<file path="config.mk">
export PLATFORM = sky130hd
export DESIGN_NAME = txaud_fifo
export DESIGN_NICKNAME = d
export VERILOG_FILES = /design/src/rtl/txaud_pkg.sv /design/src/rtl/txaud_ram.sv /design/src/rtl/txaud_cfg.sv /design/src/rtl/txaud_host_pacer.sv /design/src/rtl/txaud_release.sv /design/src/rtl/txaud_fifo.sv
export SDC_FILE = /design/constraint.sdc
export NUM_CORES = 2
export LEC_CHECK = 0
export ABC_AREA = 1
export ABC_CLOCK_PERIOD_IN_PS = 23000
export BUFFER_PORTS_ARGS = -buffer_cell sky130_fd_sc_hd__buf_4
export CORE_MARGIN = 10
export CORE_UTILIZATION = 45
export CTS_BUF_LIST = sky130_fd_sc_hd__clkbuf_4 sky130_fd_sc_hd__clkbuf_8
export CTS_CLUSTER_SIZE = 28
export DETAILED_ROUTE_END_ITERATION = 12
export GPL_TIMING_DRIVEN = 0
export PLACE_DENSITY = 0.61
export REMOVE_ABC_BUFFERS = 1
export SLEW_MARGIN = 10
export SYNTH_ARGS = -nofsm -noshare
export SYNTH_HDL_FRONTEND = slang
export SYNTH_HIERARCHICAL = 1
export SYNTH_SLANG_ARGS = --single-unit
export TNS_END_PERCENT = 50
</file>
<file path="constraint.sdc">
create_clock -name clk -period 23 [get_ports clk]
set_clock_uncertainty 0.1 [all_clocks]
set_input_delay 4.6 -clock clk [delete_from_list [all_inputs] [get_ports clk]]
set_output_delay 4.6 -clock clk [all_outputs]
set_load 0.05 [all_outputs]
</file>
<file path="src/rtl/txaud_pkg.sv">
`timescale 1ns/1ps
package txaud_pkg;
  typedef enum logic [1:0] {
    REG_EVT  = 2'd0,
    REG_XFR  = 2'd1,
    REG_CTL  = 2'd2,
    REG_NONE = 2'd3
  } cfg_sel_e;
endpackage

</file>
<file path="src/rtl/txaud_ram.sv">
`timescale 1ns/1ps
module txaud_ram #(
  parameter int DATA_W = 32,
  parameter int DEPTH  = 64,
  localparam int ADDR_W = $clog2(DEPTH)
) (
  input  logic              clk,
  input  logic              wr_en,
  input  logic [ADDR_W-1:0] wr_addr,
  input  logic [DATA_W-1:0] wr_data,
  input  logic              rd_en,
  input  logic [ADDR_W-1:0] rd_addr,
  output logic [DATA_W-1:0] rd_data
);
  logic [DATA_W-1:0] mem [DEPTH];

  always_ff @(posedge clk) begin
    if (wr_en) mem[wr_addr] <= wr_data;
  end

  always_ff @(posedge clk) begin
    if (rd_en) rd_data <= mem[rd_addr];
  end
endmodule

</file>
<file path="src/rtl/txaud_cfg.sv">
`timescale 1ns/1ps
module txaud_cfg
  import txaud_pkg::*;
#(
  parameter int DEPTH   = 64,
  parameter int MAX_SER = 16,
  parameter int CNT_W   = 7,
  parameter int SER_W   = 5
) (
  input  logic             clk,
  input  logic             rst,
  input  logic             cfg_we,
  input  logic [1:0]       cfg_addr,
  input  logic [CNT_W-1:0] cfg_wdata,
  input  logic [SER_W-1:0] ser_cnt,
  output logic [CNT_W-1:0] evt_cnt,
  output logic [CNT_W-1:0] xfr_cnt,
  output logic             fifo_on,
  output logic             cfg_err
);
  localparam logic [CNT_W-1:0] DEPTH_C = CNT_W'(DEPTH);
  localparam logic [CNT_W-1:0] MAXS_C  = CNT_W'(MAX_SER);

  logic [CNT_W-1:0] ser_ext, ser_div;
  logic             legal;
  cfg_sel_e         sel;

  always_comb begin
    sel     = cfg_sel_e'(cfg_addr);
    ser_ext = CNT_W'(ser_cnt);
    ser_div = (ser_ext == '0) ? CNT_W'(1) : ser_ext;
    legal   = (ser_ext != '0) && (ser_ext <= MAXS_C) && (xfr_cnt == ser_ext) &&
              (evt_cnt != '0) && (evt_cnt <= DEPTH_C) &&
              ((evt_cnt % ser_div) == '0);
  end

  always_ff @(posedge clk) begin
    if (rst) begin
      evt_cnt <= '0;
      xfr_cnt <= '0;
      fifo_on <= 1'b0;
      cfg_err <= 1'b0;
    end else if (cfg_we) begin
      case (sel)
        REG_EVT: begin
          if (fifo_on) cfg_err <= 1'b1;
          else         evt_cnt <= cfg_wdata;
        end
        REG_XFR: begin
          if (fifo_on) cfg_err <= 1'b1;
          else         xfr_cnt <= cfg_wdata;
        end
        REG_CTL: begin
          if (cfg_wdata[0]) begin
            if (legal) fifo_on <= 1'b1;
            else       cfg_err <= 1'b1;
          end else begin
            fifo_on <= 1'b0;
          end
        end
        default: ;
      endcase
    end
  end


  cnt_lock_chk: assert property (@(posedge clk) disable iff (rst)
    (fifo_on && cfg_we && (cfg_addr == 2'd0 || cfg_addr == 2'd1))
      |=> (cfg_err && $stable(evt_cnt) && $stable(xfr_cnt)));


  err_sticky_chk: assert property (@(posedge clk) disable iff (rst)
    cfg_err |=> cfg_err);


  on_counts_chk: assert property (@(posedge clk) disable iff (rst)
    fifo_on |-> (evt_cnt != '0 && xfr_cnt != '0 && evt_cnt <= DEPTH_C));
endmodule

</file>
<file path="src/rtl/txaud_host_pacer.sv">
`timescale 1ns/1ps
module txaud_host_pacer #(
  parameter int DEPTH = 64,
  parameter int CNT_W = 7
) (
  input  logic             clk,
  input  logic             rst,
  input  logic             fifo_on,
  input  logic [CNT_W-1:0] level,
  input  logic [CNT_W-1:0] evt_cnt,
  input  logic             host_valid,
  output logic             host_req,
  output logic             push
);
  localparam logic [CNT_W-1:0] DEPTH_C = CNT_W'(DEPTH);

  logic [CNT_W-1:0] free_words;
  logic [CNT_W-1:0] beats;

  assign free_words = DEPTH_C - level;
  assign push       = host_req & host_valid;

  always_ff @(posedge clk) begin
    if (rst || !fifo_on) begin
      host_req <= 1'b0;
      beats    <= '0;
    end else if (!host_req) begin
      if (evt_cnt != '0 && free_words >= evt_cnt) begin
        host_req <= 1'b1;
        beats    <= '0;
      end
    end else if (host_valid) begin
      beats <= beats + 1'b1;
      if (beats == evt_cnt - 1'b1) host_req <= 1'b0;
    end
  end


  req_hold_chk: assert property (@(posedge clk) disable iff (rst || !fifo_on)
    (host_req && !host_valid) |=> host_req);


  req_room_chk: assert property (@(posedge clk) disable iff (rst)
    $rose(host_req) |-> (free_words >= evt_cnt));
endmodule

</file>
<file path="src/rtl/txaud_release.sv">
`timescale 1ns/1ps
module txaud_release #(
  parameter int CNT_W = 7
) (
  input  logic             clk,
  input  logic             rst,
  input  logic             fifo_on,
  input  logic [CNT_W-1:0] level,
  input  logic [CNT_W-1:0] xfr_cnt,
  input  logic             tx_req,
  output logic             pop
);
  logic             pending, active, start;
  logic [CNT_W-1:0] remain;

  assign start = pending && !active && xfr_cnt != '0 && level >= xfr_cnt;
  assign pop   = active;

  always_ff @(posedge clk) begin
    if (rst || !fifo_on) begin
      pending <= 1'b0;
      active  <= 1'b0;
      remain  <= '0;
    end else begin
      pending <= (pending && !start) || tx_req;
      if (start) begin
        active <= 1'b1;
        remain <= xfr_cnt;
      end else if (active) begin
        remain <= remain - 1'b1;
        if (remain == CNT_W'(1)) active <= 1'b0;
      end
    end
  end


  gate_open_chk: assert property (@(posedge clk) disable iff (rst || !fifo_on)
    $rose(active) |-> ($past(level) >= xfr_cnt));


  group_len_chk: assert property (@(posedge clk) disable iff (rst || !fifo_on)
    (active && remain > CNT_W'(1)) |=> active);
endmodule

</file>
<file path="src/rtl/txaud_fifo.sv">
`timescale 1ns/1ps
module txaud_fifo #(
  parameter int DATA_W  = 32,
  parameter int DEPTH   = 64,
  parameter int MAX_SER = 16,
  localparam int ADDR_W = $clog2(DEPTH),
  localparam int CNT_W  = ADDR_W + 1,
  localparam int SER_W  = $clog2(MAX_SER) + 1
) (
  input  logic              clk,
  input  logic              rst,
  input  logic [SER_W-1:0]  ser_cnt,
  input  logic              cfg_we,
  input  logic [1:0]        cfg_addr,
  input  logic [CNT_W-1:0]  cfg_wdata,
  output logic              host_req,
  input  logic              host_valid,
  input  logic [DATA_W-1:0] host_data,
  output logic              host_ready,
  input  logic              tx_req,
  output logic              tx_valid,
  output logic [DATA_W-1:0] tx_data,
  output logic [CNT_W-1:0]  level,
  output logic              fifo_on,
  output logic              cfg_err
);
  localparam logic [CNT_W-1:0] DEPTH_C = CNT_W'(DEPTH);

  logic [CNT_W-1:0]  evt_cnt, xfr_cnt;
  logic              push, pop;
  logic [ADDR_W-1:0] wr_ptr, rd_ptr;

  txaud_cfg #(.DEPTH(DEPTH), .MAX_SER(MAX_SER), .CNT_W(CNT_W), .SER_W(SER_W)) cfg_i (
    .clk(clk), .rst(rst), .cfg_we(cfg_we), .cfg_addr(cfg_addr), .cfg_wdata(cfg_wdata),
    .ser_cnt(ser_cnt), .evt_cnt(evt_cnt), .xfr_cnt(xfr_cnt),
    .fifo_on(fifo_on), .cfg_err(cfg_err)
  );

  txaud_host_pacer #(.DEPTH(DEPTH), .CNT_W(CNT_W)) pacer_i (
    .clk(clk), .rst(rst), .fifo_on(fifo_on), .level(level), .evt_cnt(evt_cnt),
    .host_valid(host_valid), .host_req(host_req), .push(push)
  );

  txaud_release #(.CNT_W(CNT_W)) rel_i (
    .clk(clk), .rst(rst), .fifo_on(fifo_on), .level(level), .xfr_cnt(xfr_cnt),
    .tx_req(tx_req), .pop(pop)
  );

  txaud_ram #(.DATA_W(DATA_W), .DEPTH(DEPTH)) ram_i (
    .clk(clk), .wr_en(push), .wr_addr(wr_ptr), .wr_data(host_data),
    .rd_en(pop), .rd_addr(rd_ptr), .rd_data(tx_data)
  );

  assign host_ready = host_req;

  always_ff @(posedge clk) begin
    if (rst || !fifo_on) begin
      wr_ptr <= '0;
      rd_ptr <= '0;
      level  <= '0;
    end else begin
      if (push) wr_ptr <= wr_ptr + 1'b1;
      if (pop)  rd_ptr <= rd_ptr + 1'b1;
      case ({push, pop})
        2'b10:   level <= level + 1'b1;
        2'b01:   level <= level - 1'b1;
        default: level <= level;
      endcase
    end
  end

  always_ff @(posedge clk) begin
    if (rst) tx_valid <= 1'b0;
    else     tx_valid <= pop;
  end


  no_overflow_chk: assert property (@(posedge clk) disable iff (rst)
    push |-> (level < DEPTH_C || pop));


  no_underflow_chk: assert property (@(posedge clk) disable iff (rst)
    pop |-> (level != '0));


  flush_chk: assert property (@(posedge clk) disable iff (rst)
    !fifo_on |=> (level == '0 && !host_req));


  level_cap_chk: assert property (@(posedge clk) disable iff (rst)
    level <= DEPTH_C);
endmodule

</file>
## Word level (Yosys, flattened, before mapping)

Memory sizes are Yosys's and may differ from the RTL's. A register that Yosys moved wholly into a read port is not among the register bits.
Cells that the tools add are included.

- Output and inout port bits: 44
- Memories kept: 1
- Memory bits (writable): 2,048
- Flip-flop bits (word level): 53
- Input bits: 51
- Word-level logic and storage cells: 94

- Add/subtract/negate cells: 8
- $lt $le $gt $ge: 4
- Bitwise operators: 2
- Mux-type cells: 22
- Divide/modulo/power cells: 1
- Equality and inequality tests: 12
- Reduce and logical (&&, ||, !) cells: 31

Memories:

| memory | words | bits a word | read ports | clocked after Yosys merged registers in | wr ports | RTL line | source |
|---|---|---|---|---|---|---|---|
| ram_i.mem | 64 | 32 | 1 | 1 | 1 | txaud_ram.sv:15 | `logic [DATA_W-1:0] mem [DEPTH];` |

Operators by type and width:

| kind | number |
|---|---|
| $mux 7 | 5 |
| $sub 7x1->7 const B | 3 |
| $add 7x1->7 const B | 2 |
| $ge 7x7->1 | 2 |
| $mux 1 | 14 |
| $pmux 7 s2 | 1 |
| $reduce_bool 7->1 | 2 |
| $add 6x1->6 const B | 2 |
| $logic_and 1x1->1 | 10 |
| $reduce_and 3->1 | 3 |
| $reduce_bool 2->1 | 4 |
| $eq 7x1->1 const B | 1 |
| $eq 7x5->1 | 1 |
| $eq 7x7->1 | 1 |
| $le 7x7->1 const B | 1 |
| $logic_not 7->1 | 1 |
| $mod 7x7->7 | 1 |
| $sub 7x7->7 const A | 1 |
| $ne 2x2->1 const B | 3 |
| $le 5x5->1 const B | 1 |
| $logic_not 5->1 | 1 |
| $mux 5 | 1 |
| $reduce_and 5->1 | 1 |
| $reduce_bool 5->1 | 1 |
| other kinds (11) | 17 |

## Longest topological paths before layout

- Depth in word-level cells: 9
- Mapped depth: 71
- Depth with buffers taken out: 71

## Cells and area by module

The synthesis kept the hierarchy.

By module, submodules not included:

| module | area an instance (sq um) | instances | cells an instance | sequential area each (sq um) |
|---|---|---|---|---|
| txaud_ram | 83,058.4 | 1 | 6,769 | 62,459.9 |
| txaud_cfg | 2,280.9 | 1 | 373 | 320.3 |
| txaud_fifo | 1,149.9 | 1 | 176 | 400.4 |
| txaud_host_pacer | 1,056.0 | 1 | 183 | 160.2 |
| txaud_release | 849.6 | 1 | 122 | 180.2 |

## Least setup slack after synthesis

No wires, ideal clock.

- Path type: in2reg
- From: input port ser_cnt[2]
- To: register cfg_i.fifo_on
- Required time: 22.834 ns
- Data arrival time: 12.493 ns
- Stages: 67
- Library setup time: 0.066 ns
- Buffers on the path: 0
- Setup slack: 10.341 ns
- Cells stage by stage: nor4_1 > ha_1 > inv_2 > nand2_1 > nand2_1 > nor2_1 > nand2_1 > nand2_1 > inv_1 > ha_1 > o21ai_0 > nand2_1 > nand2_1 > o21ai_0 > ha_1 > nand2_1 > nand2_1 > nand2_1 > [31 not listed] > nand2_1 > nand2_1 > ha_1 > nand2_1 > nor2_1 > a211oi_1 > nor2_1 > o21ai_0 > nand2_1 > nand3_1 > nand2_1 > clkinv_1 > nand2_1 > nand2_1 > nand3_2 > nand2_1 > nand2_1 > a21oi_2

- Longest elaborated chain between the ends: 8
- Elaborated cells on any way between the ends: 14
- Those cells by class: div: 1; order compare: 1; eq/ne: 2; mux: 1; reduce/logical: 9

RTL lines:

| what | RTL line | source |
|---|---|---|
| start: declaration | txaud_fifo.sv:12 | `input logic [SER_W-1:0] ser_cnt,` |
| branches (longest 5 deep; another with $mod 7x7->7) | - |  |
| $logic_and 1x1->1 (*) | txaud_cfg.sv:33 | `(evt_cnt != '0) && (evt_cnt <= DEPTH_C) &&` |
| $ne 2x1->1 (no source line) (*) | - |  |
| $reduce_and 3->1 (no source line) (*) | - |  |
| end signal: assignment | txaud_cfg.sv:41 | `fifo_on <= 1'b0;` |
| end signal: assignment | txaud_cfg.sv:55 | `if (legal) fifo_on <= 1'b1;` |
| end signal: assignment | txaud_cfg.sv:58 | `fifo_on <= 1'b0;` |
| end: declaration | txaud_cfg.sv:18 | `output logic fifo_on,` |

Every way passes the cells marked *.
A chain may end at the register's enable or synchronous reset.

## Final worst setup path

Ends and elaborated chain as after synthesis.

==> summary.md <==
| Metric | Value |
|---|---|
| Status | finished clean |
| Final period util | 57.8% |
| DR pass1 iterations | 6 |
| Initial antenna violation count | 3 |
| Area post-placement | 0.0938 mm² |
| Distinct cells, synth | 51 |
| DR vias/cell | 5.56 |
| Grt ovf | 0 |
| RSZ-0062 raised after global routing | no |
| Max-Cap Viols | 0 |
| Critical Setup Path Class | primary input to register |
| CTS tree | built |
| Clk root buf | clkbuf_8 |
| Max clock buf depth | 4 |
| Power per standard cell area | 76.9 mW/mm² |
| Clk slew on worst S/H paths | 0.05 ns |
| Fraction of layout cells with a size suffix above 1 | 11.6% |
| DIE HEIGHT | 463 µm |
| FF+latch count, synth | 2,133 |
| Slowest Stage Delay on Critical Path | 0.47 ns |
| Synth Instances | 7,623 |
| Place WS | 8.81 ns |
| Layout area overhead | 13.8% |
| Post-CTS Setup Bufs | 0 |
| Post-synthesis sequential area ratio | 71.9% |
| Antenna-violating nets left | 0 |
| Clk sinks | 2,133 |
| Slew of the pin with the lowest slew margin | 1.20 ns |
| Post-route cell area | 0.101 mm² |
| DR iter-0 viols | 5,981 |
| Post-cts sizing count | 0 |
| Post-route DRC | 0 |
| GRT Total Usage | 22.1% |
| Synth area leader | edfxtp_1 |
| Number of synthesized flops with an enable pin | 2,080 |
| Mean post-synth cell area | 11.6 µm² |
| CP required | 23.85 ns |
| Final-stage net count | 7,894 |
| VDD IR max | 0.0000648 V |
| DR WL/cell | 23.0 µm |
| Largest net degree at the start of global routing | 205 |
| Fin Hold WS | 0.388 ns |
| Die X | 463 µm |
| Critical-path top delay cell | nor2_1 |
| Cts hold-fix bufs | 0 |
| Prevailing post-synth register cell | edfxtp_1 |
| Lkg Pwr | 35.7 nW |
| Synth warnings | 6 |
| Worst-Skew Late Latency | 1.06 ns |
| CP max FO | 9 |
| H-Tree Depth | 5 |
| Mapped Area | 0.0884 mm² |
| Minimum clock period | 13.30 ns |
| # fillers | 16,600 |
| Die ar. | 0.215 mm² |
| Crit path arrival time | 14.15 ns |
| Row Count | 162 |
| GP Congestion | 0.792 |
| Core area | 0.195 mm² |
| Top cell type's share of synthesized area | 70.7% |
| First-pass GRT wire length | 362,000 µm |
| Final hold vios | 0 |
| # setup viols final | 0 |
| Synth top area cells | edfxtp_1 71%, nand3_1 11%, nand2_1 11%, buf_2 1.6%, dfxtp_1 1.2% |
| HPWL Detailed | 137,000 µm |
| Total Wirelength | 245,000 µm |
| Setup WS post-layout | 9.70 ns |
| Via count | 59,300 |
| Initial Util | 45.3% |
| CP dominant cell by count | nand2_1 |
| Worst min path class | register to register |
| Ports | 95 |
| Crit path capture type | register |
| Async SR Flop Fraction | 0% |
| FMAX | 75.2 MHz |
| Type of origin of the critical path | primary input |
| Slew Limit Headroom | 20.3% |
| PortBufs | 94 |
| CTS Buf Count | 363 |
| Slew Limit Fails | 0 |
| Vias in the first global route | 56,200 |
per-layer routing:
layer | global-route usage (%) | share of wire (%)
met1 | 29.1 | 41
met5 | 0 | 0.0053
met4 | 8.52 | 3.6
met3 | 4.11 | 7.5
met2 | 36.2 | 48
worst paths after layout:
path	start	to	slack (ns)	cells past startpoint
setup / recovery	ser_cnt[2]	cfg_i/fifo_on	9.70	65
hold / removal	rel_i/remain[4]	rel_i/remain[4]	0.39	2
setup reg to reg	cfg_i/evt_cnt[5]	cfg_i/fifo_on	13.90	61
hold reg to reg	rel_i/remain[4]	rel_i/remain[4]	0.39	2
registers in the layout (all words and copies together) (netlist names):
name and flops:
wr_ptr 6, rd_ptr 6, level 7, cfg_i/fifo_on 1
cfg_i/xfr_cnt 7, rel_i/pending 1, rel_i/remain 7, pacer_i/host_req 1
ram_i/rd_data 32, cfg_i/evt_cnt 7, ram_i/mem 2048, rel_i/pop 1
cfg_i/cfg_err 1, tx_valid 1, pacer_i/beats 7
report_power, final:
part           internal [mW]  switching, mW  total (mW)  leakage (nW)
logic                 0.0617          0.156       0.218          13.0
registers               4.26        0.00307        4.27          19.1
clock network           1.78           1.47        3.25          3.59
total                   6.11           1.63        7.74          35.7
per-stage QoR:
step | utilization, % | cells | power [mW] | setup TNS, ns
after floorplan | - | 7163 | 4.47 | -740.16
after global placement | 46.1 | 9881 | 4.56 | -2965.51
after detailed placement | 48.0 | 10100 | 4.56 | 0
after CTS | 51.5 | 10700 | 7.80 | 0
after global routing | 51.5 | 10700 | 8.00 | 0
final | 51.5 | 10700 | 7.74 | 0
synth_stat cells, types with 5 or more instances:
| cell | n |
|---|---|
| buf_1 | 41 |
| nand3_2 | 12 |
| nand4_1 | 22 |
| buf_2 | 285 |
| nor4_1 | 11 |
| nor2_1 | 135 |
| clkbuf_1 | 80 |
| buf_6 | 5 |
| nand3_1 | 1978 |
| nand2_1 | 2487 |
| xor2_1 | 17 |
| nand2_2 | 8 |
| inv_2 | 6 |
| ha_1 | 47 |
| o21ai_0 | 31 |
| xnor2_1 | 15 |
| nand3_4 | 6 |
| dfxtp_1 | 53 |
| buf_4 | 46 |
| inv_1 | 141 |
| nand2_4 | 5 |
| nor2_2 | 8 |
| a21oi_1 | 51 |
| edfxtp_1 | 2080 |
| nor3_1 | 10 |
placed cells by master, fill, tap and decap left out, types with 47 or more instances in the layout:
master	count
clkinv_1	83
buf_16	58
nand2_1	2487
edfxtp_1	2080
nand3_1	1978
buf_4	143
nor2_4	58
nor2_1	79
inv_1	138
clkbuf_8	375
a21oi_1	51
clkbuf_4	120
buf_12	59
ha_1	47
worst max-delay path: cells and delay by family:
family                   cells  cell delay [ns]
AND/OR/NAND/NOR             38             4.23
AO/OA/AOI/OAI               13             2.47
adder cells (fa/ha/maj)      7             2.23
buffers and inverters        7             0.55
area by class of cell:
cell class                 instances  area [µm²]  area share (%)
tap                             2624        3280            3.26
clock buffer                     495        6060            6.03
multi-input combinational       4880       22400            22.3
timing repair buffer             267        3890            3.87
antenna                            2        5.00         0.00498
sequential                      2133       63500            63.2
clock inverter                   120         718           0.714
inverter                         150         607           0.603
kinds of logic after synthesis:
| kind of cell | count (synthesis) | share of synthesized area (%) |
|---|---|---|
| flops | 2133 | 71.9 |
| simple gates | 4700 | 23.2 |
| buf+inv | 610 | 3.28 |
| xor+xnor | 32 | 0.317 |
| compound gates | 100 | 0.648 |
| fa+ha+maj | 48 | 0.688 |
Power figures use the tool's default switching activity.
